**config.mk**
```make
export PLATFORM = sky130hd
export DESIGN_NAME = fetch_thread_sel
export DESIGN_NICKNAME = d
export VERILOG_FILES = /design/src/rtl/fsel_pkg.sv /design/src/rtl/fsel_elig.sv /design/src/rtl/fsel_rot_order.sv /design/src/rtl/fsel_cnt_pick.sv /design/src/rtl/fetch_thread_sel.sv
export SDC_FILE = /design/constraint.sdc
export NUM_CORES = 1
export LEC_CHECK = 0
export ABC_AREA = 1
export ABC_CLOCK_PERIOD_IN_PS = 7200
export BUFFER_PORTS_ARGS = -buffer_cell sky130_fd_sc_hd__buf_2
export CORE_ASPECT_RATIO = 0.6
export CORE_MARGIN = 2
export CORE_UTILIZATION = 51
export CTS_BUF_LIST = sky130_fd_sc_hd__clkbuf_4
export CTS_CLUSTER_DIAMETER = 50
export DETAILED_ROUTE_END_ITERATION = 7
export PLACE_DENSITY = 0.8
export SYNTH_ARGS = -nofsm -noshare
export SYNTH_HDL_FRONTEND = slang
export SYNTH_SLANG_ARGS = --single-unit
```
**constraint.sdc**
```tcl
create_clock -name clk -period 7.2 [get_ports clk]
set_input_delay 1.08 -clock clk [delete_from_list [all_inputs] [get_ports clk]]
set_output_delay 1.08 -clock clk [all_outputs]
set_load 0.02 [all_outputs]
```
**src/rtl/fsel_pkg.sv**
```systemverilog
package fsel_pkg;

  typedef enum logic [2:0] {
    ST_RUN     = 3'd0,
    ST_IDLE    = 3'd1,
    ST_SQUASH  = 3'd2,
    ST_STALL   = 3'd3,
    ST_LINE_OK = 3'd4,
    ST_WAIT_RD = 3'd5,
    ST_WAIT_RT = 3'd6,
    ST_PARKED  = 3'd7
  } fetch_state_e;

  typedef enum logic [2:0] {
    POL_FIXED = 3'd0,
    POL_ROT   = 3'd1,
    POL_IQ    = 3'd2,
    POL_LSQ   = 3'd3
  } fetch_pol_e;

  // States in which a thread may be handed a fetch slot.
  function automatic logic may_fetch(input logic [2:0] st);
    return (st == ST_RUN) || (st == ST_IDLE) || (st == ST_LINE_OK);
  endfunction

  function automatic logic pol_legal(input logic [2:0] p);
    return p <= 3'd3;
  endfunction

endpackage

```
**src/rtl/fsel_elig.sv**
```systemverilog
module fsel_elig #(
  parameter int NTHR = 4
) (
  input  logic [NTHR*3-1:0] st_vec,
  input  logic [NTHR-1:0]   act,
  output logic [NTHR-1:0]   elig
);
  for (genvar t = 0; t < NTHR; t++) begin : g_thr
    assign elig[t] = act[t] && fsel_pkg::may_fetch(st_vec[t*3 +: 3]);
  end
endmodule

```
**src/rtl/fsel_rot_order.sv**
```systemverilog
module fsel_rot_order #(
  parameter int NTHR  = 4,
  parameter int TID_W = 2
) (
  input  logic             clk,
  input  logic             rst_n,
  input  logic [NTHR-1:0]  elig,
  input  logic             adv,
  output logic             rr_vld,
  output logic [TID_W-1:0] rr_id
);
  logic [TID_W-1:0] ord_q [NTHR];
  logic [NTHR*TID_W-1:0] ord_flat;
  logic [TID_W-1:0] pos;

  always_comb begin
    rr_vld = 1'b0;
    rr_id  = '0;
    pos    = '0;
    for (int i = 0; i < NTHR; i++) begin
      if (!rr_vld && elig[ord_q[i]]) begin
        rr_vld = 1'b1;
        rr_id  = ord_q[i];
        pos    = TID_W'(i);
      end
    end
  end

  always_ff @(posedge clk) begin
    if (!rst_n) begin
      for (int i = 0; i < NTHR; i++) ord_q[i] <= TID_W'(i);
    end else if (adv && rr_vld) begin
      for (int i = 0; i < NTHR - 1; i++) begin
        if (TID_W'(i) >= pos) ord_q[i] <= ord_q[i+1];
      end
      ord_q[NTHR-1] <= rr_id;
    end
  end

  for (genvar i = 0; i < NTHR; i++) begin : g_flat
    assign ord_flat[i*TID_W +: TID_W] = ord_q[i];
  end

  function automatic int seen_count(input logic [NTHR*TID_W-1:0] f);
    logic [NTHR-1:0] seen;
    seen = '0;
    for (int i = 0; i < NTHR; i++) seen[f[i*TID_W +: TID_W]] = 1'b1;
    return $countones(seen);
  endfunction

  // the taken thread lands at the tail
  p_rotate_tail_r3: assert property (@(posedge clk) disable iff (!rst_n)
    (adv && rr_vld) |=> ord_q[NTHR-1] == $past(rr_id));

  // without a taken grant the order holds
  p_order_hold_r4: assert property (@(posedge clk) disable iff (!rst_n)
    !(adv && rr_vld) |=> $stable(ord_flat));

  // the list always holds every thread exactly once
  p_perm_r5: assert property (@(posedge clk) disable iff (!rst_n)
    seen_count(ord_flat) == NTHR);
endmodule

```
**src/rtl/fsel_cnt_pick.sv**
```systemverilog
module fsel_cnt_pick #(
  parameter int NTHR  = 4,
  parameter int CNT_W = 6,
  parameter int TID_W = 2
) (
  input  logic [NTHR*CNT_W-1:0] cnt,
  input  logic [NTHR-1:0]       elig,
  output logic                  pk_vld,
  output logic [TID_W-1:0]      pk_id
);
  logic [CNT_W-1:0] best;

  // Ascending scan with a strict compare keeps the lowest index on ties.
  always_comb begin
    pk_vld = 1'b0;
    pk_id  = '0;
    best   = '0;
    for (int t = 0; t < NTHR; t++) begin
      if (elig[t] && (!pk_vld || cnt[t*CNT_W +: CNT_W] > best)) begin
        pk_vld = 1'b1;
        pk_id  = TID_W'(t);
        best   = cnt[t*CNT_W +: CNT_W];
      end
    end
  end
endmodule

```
**src/rtl/fetch_thread_sel.sv**
```systemverilog
module fetch_thread_sel #(
  parameter int NTHR  = 4,
  parameter int CNT_W = 6,
  localparam int TID_W = (NTHR > 1) ? $clog2(NTHR) : 1
) (
  input  logic                  clk,
  input  logic                  rst_n,
  input  logic [2:0]            pol_sel,
  input  logic [NTHR*3-1:0]     thr_state,
  input  logic [NTHR-1:0]       act_mask,
  input  logic [NTHR*CNT_W-1:0] iq_cnt,
  input  logic [NTHR*CNT_W-1:0] lsq_cnt,
  input  logic                  grant_take,
  output logic                  grant_vld,
  output logic [TID_W-1:0]      grant_id
);
  import fsel_pkg::*;

  logic [NTHR-1:0] elig;

  fsel_elig #(.NTHR(NTHR)) u_elig (
    .st_vec (thr_state),
    .act    (act_mask),
    .elig   (elig)
  );

  if (NTHR == 1) begin : g_one
    // Single thread built: policy does not matter.
    assign grant_vld = elig[0];
    assign grant_id  = '0;
  end else begin : g_multi
    logic rr_vld, iq_vld, lq_vld, rot_adv;
    logic [TID_W-1:0] rr_id, iq_id, lq_id;

    assign rot_adv = grant_take && (pol_sel == POL_ROT);

    fsel_rot_order #(.NTHR(NTHR), .TID_W(TID_W)) u_rot (
      .clk    (clk),
      .rst_n  (rst_n),
      .elig   (elig),
      .adv    (rot_adv),
      .rr_vld (rr_vld),
      .rr_id  (rr_id)
    );

    fsel_cnt_pick #(.NTHR(NTHR), .CNT_W(CNT_W), .TID_W(TID_W)) u_iq (
      .cnt    (iq_cnt),
      .elig   (elig),
      .pk_vld (iq_vld),
      .pk_id  (iq_id)
    );

    fsel_cnt_pick #(.NTHR(NTHR), .CNT_W(CNT_W), .TID_W(TID_W)) u_lsq (
      .cnt    (lsq_cnt),
      .elig   (elig),
      .pk_vld (lq_vld),
      .pk_id  (lq_id)
    );

    always_comb begin
      grant_vld = 1'b0;
      grant_id  = '0;
      case (pol_sel)
        POL_FIXED: begin grant_vld = 1'b1;   grant_id = '0;    end
        POL_ROT:   begin grant_vld = rr_vld; grant_id = rr_id; end
        POL_IQ:    begin grant_vld = iq_vld; grant_id = iq_id; end
        POL_LSQ:   begin grant_vld = lq_vld; grant_id = lq_id; end
        default:   begin grant_vld = 1'b0;   grant_id = '0;    end
      endcase
    end
  end

  // a non-fixed grant always names a thread that may fetch
  p_grant_elig_r1: assert property (@(posedge clk) disable iff (!rst_n)
    (grant_vld && pol_sel != 3'd0) |-> elig[grant_id]);

  // illegal policy codes never grant
  p_illegal_r9: assert property (@(posedge clk) disable iff (!rst_n)
    !pol_legal(pol_sel) |-> !grant_vld);

  // fixed policy names thread 0
  p_fixed_r6: assert property (@(posedge clk) disable iff (!rst_n)
    (pol_sel == 3'd0 && NTHR > 1) |-> (grant_vld && grant_id == '0));
endmodule

```
==> flow_summary.json, run 1 <==
{
  "status": "finished clean",
  "ctsHtreeMaxLevel": 1,
  "cts_setup_buffers": 0,
  "netlist_instances": 356,
  "yosys.area_share.xor_xnor": 0,
  "gr-usage-all-layers": 0.232,
  "cp_data_arrival_time_ns": 5.63,
  "start_util": 0.542,
  "finClkSkew_ns": 0.00479,
  "hold_path_class": "flip-flop to flip-flop",
  "top_level_ports": 73,
  "drive_gt1_frac": 0.331,
  "grt_max_degree": 15,
  "finalWirelength_mm": 5.69,
  "die_h_um": 55.8,
  "seq_area_sq_um": 240,
  "synth_top_family_by_area": "simple AND/OR/NAND/NOR gates",
  "vias": 2499,
  "vdd_drop_max_mv": 0.0564,
  "synth_area_leader_cell": "ha_1",
  "fin_crit_ns": 6.71,
  "criticalPathCategory": "input pin to primary output",
  "cts_sinks": 8,
  "final_hold_viol_count": 0,
  "grt_pass1_wl_mm": 9.80,
  "synth_flop_cell": "edfxtp_1",
  "synthSimpleGateAreaFrac": 0.477,
  "critPathTopFamily": "simple AND/OR/NAND/NOR gates",
  "synth_seq_cells": 8,
  "first_pass_iters": 5,
  "synth_nets": 462,
  "wl_per_cell_um": 11.7,
  "chipWidth_um": 90.4,
  "synth_edf_count": 8,
  "final_nets": 534,
  "start_kind": "input pin",
  "fmax_mhz": 149,
  "synth_area_sq_um": 2280,
  "via_per_inst": 5.14,
  "crit_path_end_kind": "primary output",
  "ys_warn_count": 0,
  "cts_tree": "built",
  "yosysTopAreaCellShare": 0.197,
  "cp_data_required_time_ns": 6.12,
  "crit_path_max_fanout": 14,
  "placementRows": 18,
  "setup_viol": 0,
  "clk_pin_slew_worst_paths_ns": 0.05,
  "dp_slack_ns": 0.561,
  "power_density_nw_per_um2": 90.1,
  "hold_ws_ns": 0.649,
  "final_common_cell": "nand2_1",
  "layout_common_cells": "111 x nand2_1, 72 x buf_2, 37 x inv_1, 36 x ha_1, 32 x nand3_1",
  "largest_register": "g_multi.u_rot.ord_q",
  "numCtsBuffers": 3,
  "final_antenna_net_count": 0,
  "synth_area_leaders": "ha_1 20%, nand2_1 18%, edfxtp_1 11%",
  "slowest_stage": "ha_1",
  "synth_compound_area_frac": 0.123,
  "drtIter0Drc": 158,
  "die_area_sq_um": 5050,
  "n_antenna_cell": 0,
  "place_congestion": 0.912,
  "grt-ovfl-total": 0,
  "async_flop_share": 0,
  "syn_to_final_growth_pct": 18.3,
  "drv_cap": 0,
  "tightest_slew_ns": 0.443,
  "path_buf_inv": 4,
  "fin_tns_setup_ns": 0,
  "final_critical_path_setup_slack_ns": 0.487,
  "drv_slew": 0,
  "clk_latency_ns": 0.26,
  "drc": 0,
  "synth_seq_area_share": 0.105,
  "cts_resized": 0,
  "slowest_delay_ns": 0.33,
  "avgSynthCellArea_sq_um": 6.41,
  "place_hpwl_mm": 5.02,
  "io_buffers": 72,
  "synth.distinct_cells": 31,
  "synth_mux_area_frac": 0,
  "clockBufferDepth": 2,
  "min_period_over_period": 0.932,
  "hold_buffers": 0,
  "core-area_sq_um": 4210,
  "reg_top3": "g_multi.u_rot.ord_q (8)",
  "grt_setup_unrepaired": "false",
  "clock-root-buffer": "clkbuf_4",
  "relSlewSlack": 0.704,
  "synth_adder_area_share": 0.197,
  "grt_pass1_vias": 2300,
  "antenna_found_initial": 0,
  "fill_cells": 404,
  "largest_reg_flops": 8,
  "multiInputGateArea_sq_um": 1820,
  "p_total_mw": 0.243,
  "cpMostUsedCell": "nand2_1",
  "p_leak_nw": 1.53
}
==> cell families after synthesis <==
group                      after synthesis
buffers and inverters                   52
AOI/OAI and AO/OA                       45
DFF                                      8
adders and majority gates               36
and+or+nand+nor                        215
==> tightest hold or removal path, delay by kind of cell, from the launching register on <==
family                 cells  cell delay, ns
buffers and inverters      1            0.07
flip-flops                 1            0.38
AND/OR/NAND/NOR            1            0.09
==> synth_stat cells (2+ instances only) <==
cell type  count
nand4_4        2
o21bai_1       2
nor2_1        12
nor2_2         4
ha_1          36
nand3_1       32
nor2_4         2
clkinv_2       2
nand4_1       11
buf_2          2
inv_4          2
buf_6          2
nand3_2        7
o21ai_0        7
nand2_2       22
edfxtp_1       8
o21ai_1       12
nand2_1      111
nand2_4        5
o21ai_2       12
inv_1         37
a21oi_1        9
inv_2          6
nor3_1         4
==> per-stage QoR <==
step	area [sq um]	instances	utilization
after floorplan	2280	356	-
after global placement	2680	483	0.636
after detailed placement	2680	483	0.636
after CTS	2700	486	0.641
after global routing	2700	486	0.641
final	2700	486	0.641
==> power breakdown <==
| group | internal (mW) | switching, mW |
|---|---|---|
| clock network | 0.0191 | 0.0154 |
| registers | 0.0527 | 0.00172 |
| logic | 0.0620 | 0.0923 |
==> final cells by class <==
type                       instances  share of cell area
timing repair buffer              72               0.133
multi-input combinational        296               0.673
sequential                         8              0.0889
tap                               60              0.0278
clock buffer                       3             0.00834
inverter                          47              0.0681
==> routing by layer <==
metal | wire length [um] | GRT usage | vias up
met3 | 529 | 0.0407 | 4
met5 | 0 | 0 | -
met2 | 2200 | 0.359 | 109
met1 | 2930 | 0.349 | 1053
met4 | 38 | 0.0220 | 0
li1 | - | - | 1333
==> path summary, 6_finish.rpt <==
path                            slack (ns)                                    start                                       to  cells after the start
worst min register to register        0.65  g_multi.u_rot.ord_q[1][1]$_SDFFCE_PN0P_  g_multi.u_rot.ord_q[0][1]$_SDFFCE_PN0P_                      2
worst max-delay path                  0.49                             thr_state[1]                              grant_id[1]                     39
worst max register to register        5.32  g_multi.u_rot.ord_q[3][1]$_SDFFCE_PN1P_  g_multi.u_rot.ord_q[0][1]$_SDFFCE_PN0P_                      7
worst min-delay path                  0.65  g_multi.u_rot.ord_q[1][1]$_SDFFCE_PN0P_  g_multi.u_rot.ord_q[0][1]$_SDFFCE_PN0P_                      2
(Power assumes the default switching activity.)
==> run 2: changes to the inputs <==
- CORE_UTILIZATION: 51 -> 23
- PLACE_DENSITY: 0.8 -> not set
==> run 2 against run 1 <==
  * Combinational power is essentially flat
  * Global-route usage shrank 11 points
  * Die area grew 110%
  * Register-to-register slack is essentially flat
  * Wire length grew 16%
  * Non-clock buffer count is the same
  * Sequential share of layout area shrank 0.31 points
  * Final cell count grew 15%
  * Total power grew 0.85%
  * Largest cell class unchanged
==> flow_summary.json, run 2 (synthesized netlist as in run 1, its figures left out) <==
{
  "status": "finished clean",
  "setup_viol": 0,
  "final_common_cell": "nand2_1",
  "drc": 0,
  "power_density_nw_per_um2": 87.7,
  "fin_tns_setup_ns": 0,
  "grt_pass1_vias": 2402,
  "relSlewSlack": 0.721,
  "reg2reg_depth": 7,
  "chipWidth_um": 133,
  "clk_pin_slew_worst_paths_ns": 0.05,
  "drive_gt1_frac": 0.333,
  "final_antenna_net_count": 0,
  "drv_slew": 0,
  "via_per_inst": 4.47,
  "die_h_um": 81.2,
  "clock-root-buffer": "clkbuf_4",
  "final_hold_viol_count": 0,
  "wl_per_cell_um": 11.7,
  "final_util": 0.287,
  "crit_path_end_kind": "primary output",
  "largest_register": "g_multi.u_rot.ord_q",
  "finalInstanceArea_sq_um": 2800,
  "core-area_sq_um": 9740,
  "antenna_found_initial": 0,
  "start_kind": "input pin",
  "fmax_mhz": 152,
  "fin_crit_ns": 6.58,
  "hold_ws_ns": 0.665,
  "cts_sinks": 8,
  "fill_cells": 1123,
  "layout_common_cells": "110 x nand2_1, 72 x buf_2, 37 x inv_1, 36 x ha_1, 32 x nand3_1",
  "criticalPathCategory": "input pin to primary output",
  "largest_reg_flops": 8,
  "cts_setup_buffers": 0,
  "cts_tree": "built",
  "final_nets": 534,
  "r2r-start": "g_multi.u_rot.ord_q[2][1]$_SDFFCE_PN1P_",
  "numCtsBuffers": 3,
  "vias": 2506,
  "place_hpwl_mm": 5.88,
  "vdd_drop_max_mv": 0.0314,
  "grt_max_degree": 15,
  "crit_path_max_fanout": 14,
  "syn_to_final_growth_pct": 22.5,
  "first_pass_iters": 5,
  "placementRows": 28,
  "cp_data_required_time_ns": 6.12,
  "slowest_stage": "ha_1",
  "dpl-instance-area_sq_um": 2770,
  "grt_setup_unrepaired": "false",
  "p_leak_nw": 1.53,
  "drtIter0Drc": 166,
  "gr-usage-all-layers": 0.122,
  "reg_top3": "g_multi.u_rot.ord_q (8)",
  "clk_latency_ns": 0.26,
  "ctsHtreeMaxLevel": 1,
  "finClkSkew_ns": 0.00956,
  "die_area_sq_um": 10800,
  "cpMostUsedCell": "nand2_1",
  "clockBufferDepth": 2,
  "start_util": 0.234,
  "place_congestion": 0.838,
  "r2r_slack_ns": 5.32,
  "hold_buffers": 0,
  "hold_end": "g_multi.u_rot.ord_q[0][1]$_SDFFCE_PN0P_",
  "finalWirelength_mm": 6.59,
  "r2r-end": "g_multi.u_rot.ord_q[2][1]$_SDFFCE_PN1P_",
  "grt_pass1_wl_mm": 10.8,
  "min_period_over_period": 0.913,
  "n_antenna_cell": 0,
  "tightest_slew_ns": 0.418,
  "grt-ovfl-total": 0,
  "cts_resized": 0,
  "hold_path_class": "flip-flop to flip-flop",
  "io_buffers": 72,
  "hp-start": "g_multi.u_rot.ord_q[1][1]$_SDFFCE_PN0P_",
  "cp_data_arrival_time_ns": 5.50,
  "drv_cap": 0,
  "slowest_delay_ns": 0.31,
  "holdPathStages": 2,
  "top_level_ports": 73
}
==> run 2: cell counts in the layout (fill, tap and decap cells not counted) <==
No cell type changed its count.
==> run 2: through the flow <==
step           std cells  total power, mW  setup WS (ns)
6_report             561            0.245          0.623
5_1_grt              561            0.273         0.0215
4_1_cts              561            0.248          0.497
3_5_place_dp         558            0.212          0.509
3_3_place_gp         558            0.207          0.669
2_1_floorplan        356            0.163           1.29
==> run 2: worst max-delay path by stage <==
stage / cells after the start / slack [ns] / to / start
after floorplan: 40 / 1.29 / grant_id[0] / act_mask[0]
after global routing: 40 / 0.02 / grant_id[1] / act_mask[0]
after CTS: 38 / 0.50 / grant_id[1] / thr_state[1]
final: 39 / 0.62 / grant_id[1] / thr_state[1]
after detailed placement: 38 / 0.51 / grant_id[1] / thr_state[1]
after global placement: 38 / 0.67 / grant_id[1] / thr_state[1]
==> run 2: power by group <==
group / leakage (nW) / internal [mW] / total, mW / switching [mW]
registers: 0.0696 / 0.0527 / 0.0543 / 0.00158
clock network: 0.0138 / 0.0191 / 0.0345 / 0.0154
logic: 1.45 / 0.0622 / 0.157 / 0.0944
==> run 2: metal layers <==
metal,wire length [um],GRT usage,vias up
li1,-,-,1334
met1,3410,0.174,1103
met2,2690,0.190,63
met3,455,0.0275,6
met4,34,0.0215,0
met5,0,0,-
==> run 2: critical path: cells and delay by family <==
| kind | cells | cell delay [ns] |
|---|---|---|
| AOI/OAI and AO/OA | 4 | 0.34 |
| buffers and inverters | 4 | 0.51 |
| adders and majority gates | 3 | 0.92 |
| and+or+nand+nor | 28 | 2.65 |
==> run 2: final cells by class <==
cell class / instances / area, sq um / area share
multi-input combinational: 296 / 1820 / 0.651
timing repair buffer: 72 / 360 / 0.129
sequential: 8 / 240 / 0.0859
inverter: 47 / 184 / 0.0657
tap: 135 / 169 / 0.0604
clock buffer: 3 / 22.5 / 0.00805
==> run 3: changes to the inputs <==
- ABC_CLOCK_PERIOD_IN_PS: 7200 -> 6800
- clock period: 7.2 -> 6.8 ns (I/O delays scaled with it)
==> run 3 against run 2 <==
  * Register-to-register slack worse by 0.37 ns
  * Global-route usage about the same
  * Wire length up 0.70%
  * Total power up 6.0%
  * Critical path type unchanged
  * Largest power group unchanged
==> flow_summary.json, run 3 (synthesized netlist as in run 1, its figures left out) <==
{
  "path_buf_inv": 4,
  "final_critical_path_setup_slack_ns": 0.479,
  "p_leak_nw": 1.53,
  "multiInputGateArea_sq_um": 1830,
  "fmax_mhz": 158,
  "gr-usage-all-layers": 0.122,
  "clk_pin_slew_worst_paths_ns": 0.05,
  "cts_sinks": 8,
  "grt_max_degree": 15,
  "cp_data_arrival_time_ns": 5.30,
  "drive_gt1_frac": 0.336,
  "first_pass_iters": 4,
  "slowest_delay_ns": 0.32,
  "final_hold_viol_count": 0,
  "die_area_sq_um": 10800,
  "pwr-share-comb": 0.642,
  "clockBufferDepth": 2,
  "cts_resized": 0,
  "cts_tree": "built",
  "cp_data_required_time_ns": 5.78,
  "use_met3": 0.0262,
  "grt_pass1_wl_mm": 10.8,
  "place_congestion": 0.838,
  "final_antenna_net_count": 0,
  "critPathTopFamily": "simple AND/OR/NAND/NOR gates",
  "antenna_found_initial": 0,
  "placementRows": 28,
  "reg_top3": "g_multi.u_rot.ord_q (8)",
  "clk_latency_ns": 0.25,
  "chipWidth_um": 133,
  "setup_viol": 0,
  "dp_slack_ns": 0.227,
  "numCtsBuffers": 3,
  "drv_cap": 0,
  "fill_cells": 1139,
  "status": "finished clean",
  "syn_to_final_growth_pct": 23.0,
  "hold_buffers": 0,
  "fin_tns_setup_ns": 0,
  "top_level_ports": 73,
  "largest_reg_flops": 8,
  "drc": 0,
  "grt_use_met1": 0.177,
  "via_per_inst": 4.47,
  "vias": 2506,
  "io_buffers": 72,
  "n_antenna_cell": 0,
  "cpMostUsedCell": "nand2_1",
  "crit_path_max_fanout": 14,
  "tightest_slew_ns": 0.376,
  "min_period_over_period": 0.930,
  "layout_common_cells": "109 x nand2_1, 72 x buf_2, 37 x inv_1, 36 x ha_1, 32 x nand3_1",
  "wl_per_cell_um": 11.8,
  "power.switching_mw": 0.118,
  "final_common_cell": "nand2_1",
  "slowest_stage": "ha_1",
  "relSlewSlack": 0.747,
  "busiest_layer": "met2",
  "grt-ovfl-total": 0,
  "dpl-instance-area_sq_um": 2770,
  "start_util": 0.234,
  "vdd_drop_max_mv": 0.0330,
  "pwr-share-seq": 0.221,
  "crit_path_end_kind": "primary output",
  "finalWirelength_mm": 6.63,
  "finalInstanceArea_sq_um": 2810,
  "largest_register": "g_multi.u_rot.ord_q",
  "start_kind": "input pin",
  "place_hpwl_mm": 5.90,
  "finClkSkew_ns": 0.00761,
  "hold_path_class": "flip-flop to flip-flop",
  "grt_setup_unrepaired": "false",
  "drtIter0Drc": 134,
  "final_nets": 534,
  "criticalPathCategory": "input pin to primary output",
  "global_route.usage.met2": 0.193,
  "hold_ws_ns": 0.652,
  "p_sw_frac": 0.453,
  "power.internal_mw": 0.142,
  "clkPwrFrac": 0.137,
  "cts_setup_buffers": 0,
  "core-area_sq_um": 9740,
  "seq_area_sq_um": 240,
  "clock-root-buffer": "clkbuf_4",
  "die_h_um": 81.2,
  "ctsHtreeMaxLevel": 1,
  "grt_pass1_vias": 2378,
  "power_density_nw_per_um2": 92.6,
  "drv_slew": 0,
  "fin_crit_ns": 6.32
}
-- run 3: per-layer routing --
layer / up-vias / part of all wire
met4: 0 / 0.00060
li1: 1333 / -
met3: 2 / 0.065
met2: 62 / 0.41
met5: - / 0
met1: 1109 / 0.53
-- run 3: worst min-delay path: cells and delay by family, from the launching register on --
kind	cells	cell delay, ns
buf+inv	1	0.07
flops	1	0.37
simple gates	1	0.09
-- run 3: power by group through the flow --
stage | sequential (mW) | clock (mW) | combinational (mW)
3_5_place_dp | 0.0585 | 0 | 0.166
4_1_cts | 0.0575 | 0.0370 | 0.167
6_report | 0.0575 | 0.0356 | 0.167
2_1_floorplan | 0.0578 | 0 | 0.114
5_1_grt | 0.0578 | 0.0394 | 0.193
3_3_place_gp | 0.0584 | 0 | 0.161
-- run 3: path summary, 6_finish.rpt --
check | startpoint | to | slack [ns] | cells past startpoint
worst min register to register | g_multi.u_rot.ord_q[1][1]$_SDFFCE_PN0P_ | g_multi.u_rot.ord_q[0][1]$_SDFFCE_PN0P_ | 0.65 | 2
worst min-delay path | g_multi.u_rot.ord_q[1][1]$_SDFFCE_PN0P_ | g_multi.u_rot.ord_q[0][1]$_SDFFCE_PN0P_ | 0.65 | 2
worst max-delay path | thr_state[1] | grant_id[1] | 0.48 | 38
worst max register to register | g_multi.u_rot.ord_q[2][1]$_SDFFCE_PN1P_ | g_multi.u_rot.ord_q[2][1]$_SDFFCE_PN1P_ | 4.95 | 7
-- run 3: cell type report --
| cell class | count | share of cell area |
|---|---|---|
| multi-input combinational | 296 | 0.651 |
| timing repair buffer | 72 | 0.128 |
| sequential | 8 | 0.0855 |
| inverter | 47 | 0.0668 |
| tap | 135 | 0.0601 |
| clock buffer | 3 | 0.00802 |
-- run 3: per-stage QoR --
stage / total power [mW] / std cells / utilization
6_report: 0.260 / 561 / 0.288
5_1_grt: 0.290 / 561 / 0.288
4_1_cts: 0.262 / 561 / 0.287
3_5_place_dp: 0.225 / 558 / 0.285
3_3_place_gp: 0.219 / 558 / 0.285
2_1_floorplan: 0.172 / 356 / -
